--- src/rtl/irq_ctrl_pkg.sv ---
package irq_ctrl_pkg;

   localparam int unsigned BUS_W       = 32;
   localparam int unsigned OFS_PEND    = 32'h00;
   localparam int unsigned OFS_ENABLE  = 32'h08;
   localparam int unsigned OFS_OUT     = 32'h10;
   localparam int unsigned OFS_FORCE   = 32'h18;
   localparam int unsigned OFS_BLOCKED = 32'h20;
   localparam int unsigned OFS_SPAN    = 32'h24;

   typedef enum logic [2:0] {
      RK_NONE,
      RK_PEND,
      RK_ENABLE,
      RK_OUT,
      RK_FORCE,
      RK_BLOCKED
   } reg_kind_e;

   function automatic reg_kind_e kind_of(input int unsigned ofs);
      case (ofs)
         OFS_PEND:    return RK_PEND;
         OFS_ENABLE:  return RK_ENABLE;
         OFS_OUT:     return RK_OUT;
         OFS_FORCE:   return RK_FORCE;
         OFS_BLOCKED: return RK_BLOCKED;
         default:     return RK_NONE;
      endcase
   endfunction

endpackage

--- src/rtl/irq_ctrl_msb_enc.sv ---
module irq_ctrl_msb_enc #(
   parameter int unsigned W     = 32,
   parameter int unsigned IDX_W = (W > 1) ? $clog2(W) : 1
) (
   input  logic [W-1:0]     vec,
   output logic [IDX_W-1:0] idx,
   output logic             vld
);

   always_comb begin
      idx = '0;
      vld = 1'b0;
      for (int i = 0; i < int'(W); i++) begin
         if (vec[i]) begin
            idx = IDX_W'(i);
            vld = 1'b1;
         end
      end
   end

endmodule

--- src/rtl/irq_ctrl_decode.sv ---
module irq_ctrl_decode
   import irq_ctrl_pkg::*;
#(
   parameter int unsigned NUM_BANKS = 5,
   parameter int unsigned ADDR_W    = 8,
   parameter int unsigned STRIDE    = 40
) (
   input  logic [ADDR_W-1:0]    bus_addr,
   output logic [NUM_BANKS-1:0] bank_sel,
   output reg_kind_e            kind
);

   int unsigned a;

   always_comb begin
      a        = 32'(bus_addr);
      bank_sel = '0;
      kind     = RK_NONE;
      for (int unsigned b = 0; b < NUM_BANKS; b++) begin
         if (a >= b * STRIDE && a < (b + 1) * STRIDE) begin
            kind = kind_of(a - b * STRIDE);
            if (kind != RK_NONE) bank_sel[b] = 1'b1;
         end
      end
   end

endmodule

--- src/rtl/irq_ctrl_bank.sv ---
module irq_ctrl_bank #(
   parameter int unsigned LINES = 32,
   parameter int unsigned IDX_W = (LINES > 1) ? $clog2(LINES) : 1
) (
   input  logic             clk,
   input  logic             rst_n,
   input  logic [LINES-1:0] req,
   input  logic [LINES-1:0] clr_mask,
   input  logic [LINES-1:0] set_mask,
   input  logic             en_we,
   input  logic [LINES-1:0] en_wdata,
   output logic [LINES-1:0] pend,
   output logic [LINES-1:0] en,
   output logic [LINES-1:0] outv,
   output logic             irq,
   output logic [IDX_W-1:0] idx,
   output logic             vld
);

   logic [LINES-1:0] req_q;
   logic [LINES-1:0] rise;

   assign rise = req & ~req_q;

   always_ff @(posedge clk or negedge rst_n) begin
      if (!rst_n) begin
         req_q <= '0;
         pend  <= '0;
         en    <= '0;
      end else begin
         req_q <= req;
         // capture and force win over clear of the same bit
         pend  <= (pend & ~clr_mask) | rise | set_mask;
         if (en_we) en <= en_wdata;
      end
   end

   assign outv = pend & en;

   irq_ctrl_msb_enc #(.W(LINES), .IDX_W(IDX_W)) u_enc (
      .vec (outv),
      .idx (idx),
      .vld (vld)
   );

   assign irq = |outv;

endmodule

--- src/rtl/banked_irq_ctrl.sv ---
module banked_irq_ctrl
   import irq_ctrl_pkg::*;
#(
   parameter int unsigned NUM_BANKS = 5,
   parameter int unsigned LINES     = 32,
   parameter int unsigned STRIDE    = 40,
   parameter int unsigned ADDR_W    = 8,
   parameter int unsigned IDX_W     = (LINES > 1) ? $clog2(LINES) : 1
) (
   input  logic                       clk,
   input  logic                       rst_n,
   input  logic [NUM_BANKS*LINES-1:0] req_i,
   input  logic [ADDR_W-1:0]          bus_addr,
   input  logic                       bus_wr,
   input  logic [BUS_W-1:0]           bus_wdata,
   output logic [BUS_W-1:0]           bus_rdata,
   output logic [NUM_BANKS-1:0]       irq_o,
   output logic [NUM_BANKS*IDX_W-1:0] win_idx_o,
   output logic [NUM_BANKS-1:0]       win_vld_o
);

   localparam int unsigned TOTAL = NUM_BANKS * LINES;
   localparam int unsigned SPACE = NUM_BANKS * STRIDE;

   generate
      if (LINES < 1 || LINES > BUS_W) begin : g_bad_lines
         $error("LINES must lie in 1..32");
      end
      if (STRIDE < OFS_SPAN) begin : g_bad_stride
         $error("STRIDE too small for the bank layout");
      end
      if (NUM_BANKS < 1 || (64'd1 << ADDR_W) < 64'(SPACE)) begin : g_bad_addr
         $error("ADDR_W cannot reach every bank");
      end
   endgenerate

   logic [NUM_BANKS-1:0] bank_sel;
   reg_kind_e            kind;

   irq_ctrl_decode #(
      .NUM_BANKS (NUM_BANKS),
      .ADDR_W    (ADDR_W),
      .STRIDE    (STRIDE)
   ) u_dec (
      .bus_addr (bus_addr),
      .bank_sel (bank_sel),
      .kind     (kind)
   );

   logic [TOTAL-1:0] pend_all;
   logic [TOTAL-1:0] en_all;
   logic [TOTAL-1:0] out_all;
   logic [TOTAL-1:0] clr_mask_all;
   logic [TOTAL-1:0] set_mask_all;

   genvar gb;
   generate
      for (gb = 0; gb < int'(NUM_BANKS); gb++) begin : g_bank
         logic clr_we, set_we, en_we;

         assign clr_we = bus_wr & bank_sel[gb] & (kind == RK_PEND);
         assign set_we = bus_wr & bank_sel[gb] & (kind == RK_FORCE);
         assign en_we  = bus_wr & bank_sel[gb] & (kind == RK_ENABLE);

         assign clr_mask_all[gb*LINES +: LINES] = {LINES{clr_we}} & bus_wdata[LINES-1:0];
         assign set_mask_all[gb*LINES +: LINES] = {LINES{set_we}} & bus_wdata[LINES-1:0];

         irq_ctrl_bank #(.LINES(LINES), .IDX_W(IDX_W)) u_bank (
            .clk      (clk),
            .rst_n    (rst_n),
            .req      (req_i[gb*LINES +: LINES]),
            .clr_mask (clr_mask_all[gb*LINES +: LINES]),
            .set_mask (set_mask_all[gb*LINES +: LINES]),
            .en_we    (en_we),
            .en_wdata (bus_wdata[LINES-1:0]),
            .pend     (pend_all[gb*LINES +: LINES]),
            .en       (en_all[gb*LINES +: LINES]),
            .outv     (out_all[gb*LINES +: LINES]),
            .irq      (irq_o[gb]),
            .idx      (win_idx_o[gb*IDX_W +: IDX_W]),
            .vld      (win_vld_o[gb])
         );
      end
   endgenerate

   always_comb begin
      bus_rdata = '0;
      for (int b = 0; b < int'(NUM_BANKS); b++) begin
         if (bank_sel[b]) begin
            case (kind)
               RK_PEND:    bus_rdata[LINES-1:0] = pend_all[b*LINES +: LINES];
               RK_ENABLE:  bus_rdata[LINES-1:0] = en_all[b*LINES +: LINES];
               RK_OUT:     bus_rdata[LINES-1:0] = out_all[b*LINES +: LINES];
               RK_BLOCKED: bus_rdata[LINES-1:0] = pend_all[b*LINES +: LINES]
                                                & ~en_all[b*LINES +: LINES];
               default:    bus_rdata = '0;
            endcase
         end
      end
   end

endmodule

--- config.mk ---
export PLATFORM = sky130hd
export DESIGN_NAME = banked_irq_ctrl
export DESIGN_NICKNAME = d
export VERILOG_FILES = /design/src/rtl/irq_ctrl_pkg.sv /design/src/rtl/irq_ctrl_msb_enc.sv /design/src/rtl/irq_ctrl_decode.sv /design/src/rtl/irq_ctrl_bank.sv /design/src/rtl/banked_irq_ctrl.sv
export SDC_FILE = /design/constraint.sdc
export NUM_CORES = 1
export LEC_CHECK = 0
export BUFFER_PORTS_ARGS = -buffer_cell sky130_fd_sc_hd__buf_2
export CORE_UTILIZATION = 45
export DETAILED_ROUTE_END_ITERATION = 12
export PLACE_DENSITY = 0.64
export SLEW_MARGIN = 20
export SYNTH_ARGS = -nofsm -noshare
export SYNTH_HDL_FRONTEND = slang
export SYNTH_SLANG_ARGS = --single-unit
--- constraint.sdc ---
create_clock -name clk -period 6.02 [get_ports clk]
set_input_delay 0.602 -clock clk [delete_from_list [all_inputs] [get_ports clk]]
set_output_delay 0.602 -clock clk [all_outputs]
set_load 0.005 [all_outputs]
---- Word level (Yosys, flattened, before mapping) ----
Cells that the tools add are included.
Widths: inputs -> output; s select.
word-level totals
  bits of input ports ..................... 203
  register bits ........................... 480
  word-level logic and storage cells ...... 497
  output and inout bits ................... 67
cells by class
  magnitude comparators ................... 9
  bitwise operators ....................... 75
  add/subtract/negate cells ............... 4
  reductions and logical operators ........ 19
  muxes and demuxes ....................... 350
  equality and inequality tests ........... 25
operator list
  cell                 count
  $and 32x32->32       30
  $mux 5               150
  $pmux 32 s4          5
  $not 32->32          15
  $or 32x32->32        10
  $eq 32x5->1 const B  8
  $mux 1               175
  $logic_not 32->1     5
  $mux 32              5
  $reduce_or 32->1     5
  $eq 32x4->1 const B  4
  $eq 32x6->1 const B  4
  $pmux 3 s5           5
  $mux 3               10
  $and 1x1->1          20
  $sub 8x7->9 const B  2
  $eq 8x5->1 const B   2
  $ge 8x7->1 const B   2
  $lt 8x7->1 const B   2
  $lt 8x8->1 const B   2
  $reduce_bool 3->1    5
  $sub 8x6->9 const B  1
  $sub 8x8->9 const B  1
  $eq 8x4->1 const B   1
  other kinds (8)      13

---- Longest topological paths before layout ----
Gate-level depths: netlist of the first run.
  word-level depth ........................ 33
  mapped depth ............................ 19
  gate-level depth less buffers ........... 13

---- Hierarchy ----
A second synthesis of the first run with hierarchy kept.
second synthesis, totals
  cell total of the unflattened synthesis .. 3,262
  area, all modules ....................... 28,657.5 um^2
by module, submodules not included
  module            area an instance (um^2)  cells an instance  sequential area each (um^2)  times used
  irq_ctrl_bank     3,636.0                  305                2,402.3                      5
  banked_irq_ctrl   7,872.6                  1,296              0.0                          1
  irq_ctrl_msb_enc  357.8                    62                 0.0                          5
  irq_ctrl_decode   815.8                    131                0.0                          1

---- Worst setup path before layout of the first run ----
No wires, ideal clock.
  path type ............................... input port to output port
  from .................................... in bus_addr[5]
  to ...................................... out bus_rdata[10]
  path buffers ............................ 6
  stages .................................. 17
  slack ................................... 1,441 ps
  data arrival time ....................... 3,977 ps
  data required time ...................... 5,418 ps
  path through ............................ buf_2 > buf_2 > inv_1 > ha_1 > inv_1 > ha_1 > clkbuf_1 > a21oi_1 > or4_1 > o31a_1 > clkbuf_1 > nand2_1 > buf_2 > buf_1 > a21oi_1 > or3_1 > a21oi_1
on the way
  longest elaborated chain between the ends .. 15
  elaborated cells between the ends (all ways) .. 86
  classes of those cells .................. 4 x add/sub; 9 x order compare; 24 x eq/ne; 35 x mux; 14 x reduce/logical
ends and longest elaborated chain
  item                                         RTL line                                   text
  start: declaration                           banked_irq_ctrl.sv:13                      input logic [ADDR_W-1:0] bus_addr,
  $sub 8x6->9, or another cell as far along    irq_ctrl_decode.sv:21                      kind = kind_of(a - b * STRIDE);
  $eq 32x6->1, or another cell as far along    irq_ctrl_pkg.sv:21                         case (ofs)
  $pmux 3 s5 / $mux 3 (equally long branches)  irq_ctrl_pkg.sv:21, irq_ctrl_decode.sv:20
  $mux 3 (5 in a row)                          irq_ctrl_decode.sv:20                      if (a >= b * STRIDE && a < (b + 1) * STRIDE) begin
  $eq 3x3->1, or another cell as far along     banked_irq_ctrl.sv:90                      case (kind)
  $pmux 32 s4                                  banked_irq_ctrl.sv:90
  $mux 32 (4 in a row)                         banked_irq_ctrl.sv:89                      if (bank_sel[b]) begin
  $mux 32 *                                    banked_irq_ctrl.sv:89
  end: declaration                             banked_irq_ctrl.sv:16                      output logic [BUS_W-1:0] bus_rdata,
Every way passes the cells marked *; elsewhere a longest branch is shown, timed or not. The select of a mux whose other input is x is not followed.

---- Worst setup path after layout of the first run ----
  from .................................... in bus_addr[5]
  to ...................................... out bus_rdata[12]
The elaborated chain is that of the path after synthesis.

==> metrics.md, run 1 <==
| Metric | Value |
|---|---|
| Status | `complete, no violations` |
| CP startpoint kind | `primary input` |
| Layout cells sized above 1 | `22.8%` |
| Crit path kind | `in2out` |
| # fillers | `between 5k and 6k` |
| First-pass GRT wire length | `about 140 mm` |
| Initial Utilization | `45.7%` |
| Critical Path End Type | `output pin` |
| Clock Pin Slew Worst Setup and Hold Paths | `0.06 ns` |
| Num Clock Sinks | `480` |
| Clk_lat worst skew | `slightly above 0.6 ns` |
| CTS Hold Bufs | `0` |
| Pwr Total | `7.27 mW` |
| R2r worst-path depth | `1` |
| DR DRC count | `0` |
| Fin crit period | `5.62 ns` |
| R2R Path Start | `g_bank[0].u_bank.pend[19]` |
| Maximum clock insertion buffer count | `3` |
| Global-route usage over all layers | `33.9%` |
| Worst-Margin Slew | `1.12 ns` |
| Die ar. | `0.0573 mm^2` |
| Largest net degree at the start of global routing | `152` |
| Die Y | `about 240 um` |
| Top cell type's share of synthesized area | `between 40% and 50%` |
| Mapped Cells | `2515` |
| RSZ-0062 raised after global routing | `false` |
| WL/cell | `27.6 um` |
| Critical R2R Capture | `g_bank[0].u_bank.pend[19]` |
| Row count | `86` |
| Largest cells by area after synthesis | `dfrtp_1 47%, mux2_2 6.5%, a221o_1 5.5%` |
| RD Place Congestion | `0.967` |
| Root buf cell | `clkbuf_16` |
| # setup viols final | `0` |
| Port buffer count | `269` |
| Final period util | `93.3%` |
| Routed via count | `approximately 23k` |
| Io pins | `270` |
| Worst setup margin | `0.402 ns` |
| Number of enable flip-flop cells after synthesis | `0` |
| GRT overflow | `0` |
| Slew Limit Headroom | `25.1%` |
| Cell Area, Synth | `0.0253 mm^2` |
| Nets | `2950` |
| 1st-pass router iterations | `6` |
| Arr. time, crit path | `5.02 ns` |
| Mapped Nets | `approximately 2.7k` |
| R2R Setup Slk | `5.00 ns` |
| Non-Filler Instances | `3527` |
| CTS tree | `done` |
| Core area | `between 0.05 and 0.06 mm^2` |
| Post-DP HPWL | `just under 70 mm` |
| Predominant post-synthesis flop cell | `dfrtp_1` |
| Met3 wire length | `9.08 mm` |
| Setup bufs post-CTS | `0` |
| WHS | `about 0.027 ns` |
| CP max FO | `11` |
| Initial antenna violation count | `0` |
| Final Hold Fails | `0` |
| Worst Path Required | `5.42 ns` |
| Yosys top cell by area | `dfrtp_1` |
| Placed Cells | `3432` |
| Setup_tns | `0 ns` |
| Critical Path End | `bus_rdata[12]` |
| Syn Area/Cell | `10.1 um^2` |
| Peak supply drop | `~0.22 mV` |
| Final Core Density | `between 50% and 60%` |
| Area after DPL | `0.0276 mm^2` |
| Vias in the first global route | `21.8k` |
| Most common library cells after synthesis | `480 x dfrtp_1, 347 x nand2_1, 168 x nor2b_1` |
| Top layer in use | `met4` |
| Worst Setup SP | `bus_addr[5]` |
| Max Cap Viol | `0` |
| F_max | `178 MHz` |
| # resized after CTS | `0` |
| Register area share after synthesis | `a little under half` |
| Vias per cell | `6.52` |
| Pwr/cell area | `248 mW/mm^2` |
| Post-Route WL | `97.4 mm` |
| Met2 wire length | `43.0 mm` |
| Die width | `239 um` |
| H-Tree Depth | `2` |
| Pre-CTS WS | `0.558 ns` |
| Antenna-violating nets left | `0` |
| Layout area overhead | `15.9%` |
| Static leakage | `12.3 nW` |
| Max Slew Vio Count | `0` |
| Top-count cell post-synth | `dfrtp_1` |
| Worst Clk Skew | `0.0106 ns` |
| Ys Warns | `0` |
| Metal-1 WL | `roughly 42 mm` |
| Post-synth ARST share | `100%` |
| Initial DRC count | `about 2.8k` |
| Hold Path Class | `in2async` |
| TritonCTS Buffers | `51` |
| Post-synthesis cell type count | `82` |
| Final Instance Area | `between 0.02 and 0.03 mm^2` |
| Synth Register Bits | `480` |
## worst min-delay path by stage
stage | start | to | slack (ns) | depth (start not counted)
floorplan | rst_n | g_bank[0].u_bank.en[0] | 0.31 | 0
global placement | g_bank[0].u_bank.en[4] | g_bank[0].u_bank.en[4] | 0.52 | 1
detailed placement | g_bank[3].u_bank.pend[13] | g_bank[3].u_bank.pend[13] | 0.53 | 1
CTS | rst_n | g_bank[3].u_bank.pend[5] | 0.07 | 1
global route | rst_n | g_bank[4].u_bank.pend[6] | 0.09 | 1
finish | rst_n | g_bank[4].u_bank.pend[6] | 0.03 | 1
## critical path, stage by stage
cell      delay (ns)
buf_2           0.17
inv_1           0.22
ha_1            0.19
inv_1           0.04
ha_1            0.31
a211oi_1        0.36
a41oi_1         0.15
nor4_2          0.43
a221oi_2        0.19
a211o_1         0.58
nor2_1          0.95
a22o_1          0.24
a22oi_1         0.07
a21oi_1         0.30
buf_2           0.18
## sequential cells by signal, summed over array words and instances (netlist names)
register and cells:
g_bank.u_bank.en 160, g_bank.u_bank.pend 160, g_bank.u_bank.req_q 160
## kinds of logic (layout without fill, tap and decap cells)
kind of cell,Yosys count,in the layout,synth area share (%)
fa+ha+maj,9,9,0.444
simple gates,855,855,16.8
flops,480,480,47.4
xor+xnor,6,6,0.207
buf+inv,202,463,3.50
mux,178,178,7.83
other cells,0,3,0
compound gates,785,785,23.8
## metal layers
metal / global-route usage, % / up-vias
met5: 0 / -
met4: 11.2 / 0
met3: 5.77 / 199
met2: 50.7 / 1273
met1: 49.6 / 11600
li1: - / 9900
## layout by cell type, fill, tap and decap left out, drive strengths merged, types with 24 or more instances in the layout
cell,instances
a211o,41
a211oi,56
a21boi,48
a21oi,88
a221o,138
a22oi,46
and3,24
buf,349
clkbuf,64
dfrtp,480
inv,26
mux2,162
nand2,347
nand3,64
nor2,125
nor2b,168
o21ai,129
## cell type report
| class | instances | area (um^2) | area share [%] |
|---|---|---|---|
| inverter | 23 | 86.3 | 0.294 |
| clock inverter | 27 | 392 | 1.33 |
| multi-input combinational | 1833 | 12500 | 42.6 |
| tap | 748 | 936 | 3.19 |
| clock buffer | 64 | 1390 | 4.72 |
| sequential | 480 | 12000 | 40.9 |
| antenna | 3 | 7.51 | 0.0256 |
| timing repair buffer | 349 | 2040 | 6.94 |
## power breakdown
part / switching (mW) / internal [mW]
sequential: 0.0244 / 3.29
combinational: 0.394 / 0.182
clock: 1.37 / 2.02
Power figures use the tool's default switching activity.
==> run 2, diff against run 1 <==
Settings changed: BUFFER_PORTS_ARGS -buffer_cell sky130_fd_sc_hd__buf_2 to -buffer_cell sky130_fd_sc_hd__buf_4.
Clock period 6.02 ns to 7.1 ns, I/O delays scaled along.
==> run 2 against run 1 <==
  * Via count about the same
  * Clock skew up 0.0017 ns
  * Register-to-register slack better by 1.1 ns
  * Sequential power down 15%
  * Clock power down 19%
  * First-iteration DRC count up 5.7%
  * Routed wire length up 1.5%
  * Worst setup slack better by 0.59 ns
  * Final cell count down 0.85%
  * Largest cell class unchanged
==> metrics.md, run 2 (same netlist as run 1, synthesis figures left out) <==
| Metric | Value |
|---|---|
| Status | `complete, no violations` |
| Nets | `2923` |
| Slew Limit Headroom | `about a fifth` |
| Post-Route WL | `about 100 mm` |
| CP startpoint kind | `primary input` |
| CTS tree | `done` |
| Io pins | `270` |
| Die ar. | `0.0573 mm^2` |
| Maximum clock insertion buffer count | `3` |
| WL/cell | `28.3 um` |
| Slowest CP cell | `o31a_1` |
| Core area | `~0.055 mm^2` |
| Pwr/cell area | `between 200 and 250 mW/mm^2` |
| Initial DRC count | `2973` |
| Area after DPL | `0.0280 mm^2` |
| GRT overflow | `0` |
| Layout area overhead | `17.4%` |
| Final period util | `86.0%` |
| Worst path buffer plus inverter count | `5` |
| Slowest Stage Delay on Critical Path | `0.88 ns` |
| Layout cells sized above 1 | `21.7%` |
| Global-route usage over all layers | `roughly a third` |
| 1st-pass router iterations | `6` |
| Clock Pin Slew Worst Setup and Hold Paths | `0.06 ns` |
| Antenna-violating nets left | `0` |
| R2R Setup Slk | `about 6.1 ns` |
| # resized after CTS | `0` |
| Final Core Density | `53.7%` |
| # setup viols final | `0` |
| Die width | `239 um` |
| CP top delay family | `compound AO/OA/AOI/OAI gates` |
| DR DRC count | `0` |
| TritonCTS Buffers | `52` |
| RSZ-0062 raised after global routing | `false` |
| Clk_lat worst skew | `0.63 ns` |
| RD Place Congestion | `0.963` |
| Worst Path Required | `6.39 ns` |
| Worst Clk Skew | `0.0123 ns` |
| Num Clock Sinks | `480` |
| Vias per cell | `around 6.6` |
| Root buf cell | `clkbuf_16` |
| Hold Path Class | `in2async` |
| Critical Path End Type | `output pin` |
| Routed via count | `23.0k` |
| Critical path's most frequent cell | `buf_4` |
| Vias in the first global route | `22.3k` |
| Pwr Total | `6.08 mW` |
| Post-DP HPWL | `69.6 mm` |
| Top flop regs | `g_bank.u_bank.en x160, g_bank.u_bank.pend x160, g_bank.u_bank.req_q x160` |
| Initial antenna violation count | `2` |
| Crit path kind | `in2out` |
| Setup bufs post-CTS | `0` |
| Max Cap Viol | `0` |
| R2r worst-path depth | `2` |
| Die Y | `approximately 240 um` |
| Crit-path cells | `buf_4 -> inv_1 -> ha_1 -> inv_1 -> ha_1 -> a21oi_1 -> nor2_1 -> o22a_1 -> o31a_1 -> buf_4 -> nand3_1 -> o21ai_0 -> o21ai_0 -> a21oi_1 -> buf_4` |
| WHS | `0.0478 ns` |
| Fin crit period | `6.10 ns` |
| Static leakage | `12.3 nW` |
| Final Hold Fails | `0` |
| Row count | `86` |
| Peak supply drop | `0.179 mV` |
| Worst Setup SP | `bus_addr[5]` |
| F_max | `between 150 and 200 MHz` |
| Largest net degree at the start of global routing | `150` |
| Max Slew Vio Count | `0` |
| CTS Hold Bufs | `0` |
| Port buffer count | `269` |
| Leading cell type in the layout, fill and taps excluded | `dfrtp_1` |
| CP max FO | `24` |
| Worst-Margin Slew | `1.18 ns` |
| Final Instance Area | `between 0.02 and 0.03 mm^2` |
| Initial Utilization | `between 40 and 50%` |
| H-Tree Depth | `2` |
| First-pass GRT wire length | `146 mm` |
| Antenna Diode Count | `0` |
| R2R Path Start | `g_bank[4].u_bank.pend[11]` |
| Critical R2R Capture | `g_bank[4].u_bank.pend[11]` |
| Setup_tns | `0 ns` |
| Most frequent cells in the layout | `480 x dfrtp_1, 346 x nand2_1, 315 x buf_4` |
| Arr. time, crit path | `5.39 ns` |
run 2: how the worst max path moves through the flow:
stage,depth (start not counted),slack (ns),to
after global placement,16,1.17,bus_rdata[10]
final,15,1.0,bus_rdata[28]
after global routing,15,0.73,bus_rdata[15]
after CTS,16,1.09,bus_rdata[10]
after floorplan,17,2.31,bus_rdata[10]
after detailed placement,16,1.10,bus_rdata[10]
run 2: power by group:
part / switching [mW] / internal, mW / total [mW]
Combinational: 0.339 / 0.193 / 0.532
Clock: 1.14 / 1.60 / 2.74
Sequential: 0.0210 / 2.79 / 2.81
run 2: per-stage QoR:
stage	instances	worst slack, ns
2_1_floorplan	2515	2.31
3_3_place_gp	3403	1.17
3_5_place_dp	3403	1.10
4_1_cts	3495	1.09
5_1_grt	3497	0.729
6_report	3497	0.995
run 2: cell type report:
cell class	instances	area (um^2)
multi-input combinational	1833	12500
timing repair buffer	321	2480
tap	748	936
clock inverter	13	159
inverter	23	86.3
clock buffer	79	1540
fill	4959	25700
sequential	480	12000
run 2: per-layer routing:
metal	global-route usage [%]	up-vias	part of all wire, %
met1	49.8	11600	43
met5	0	-	0.016
met2	51.3	1299	43
met4	13.4	2	3.9
met3	6.02	232	9.3
li1	-	9867	-
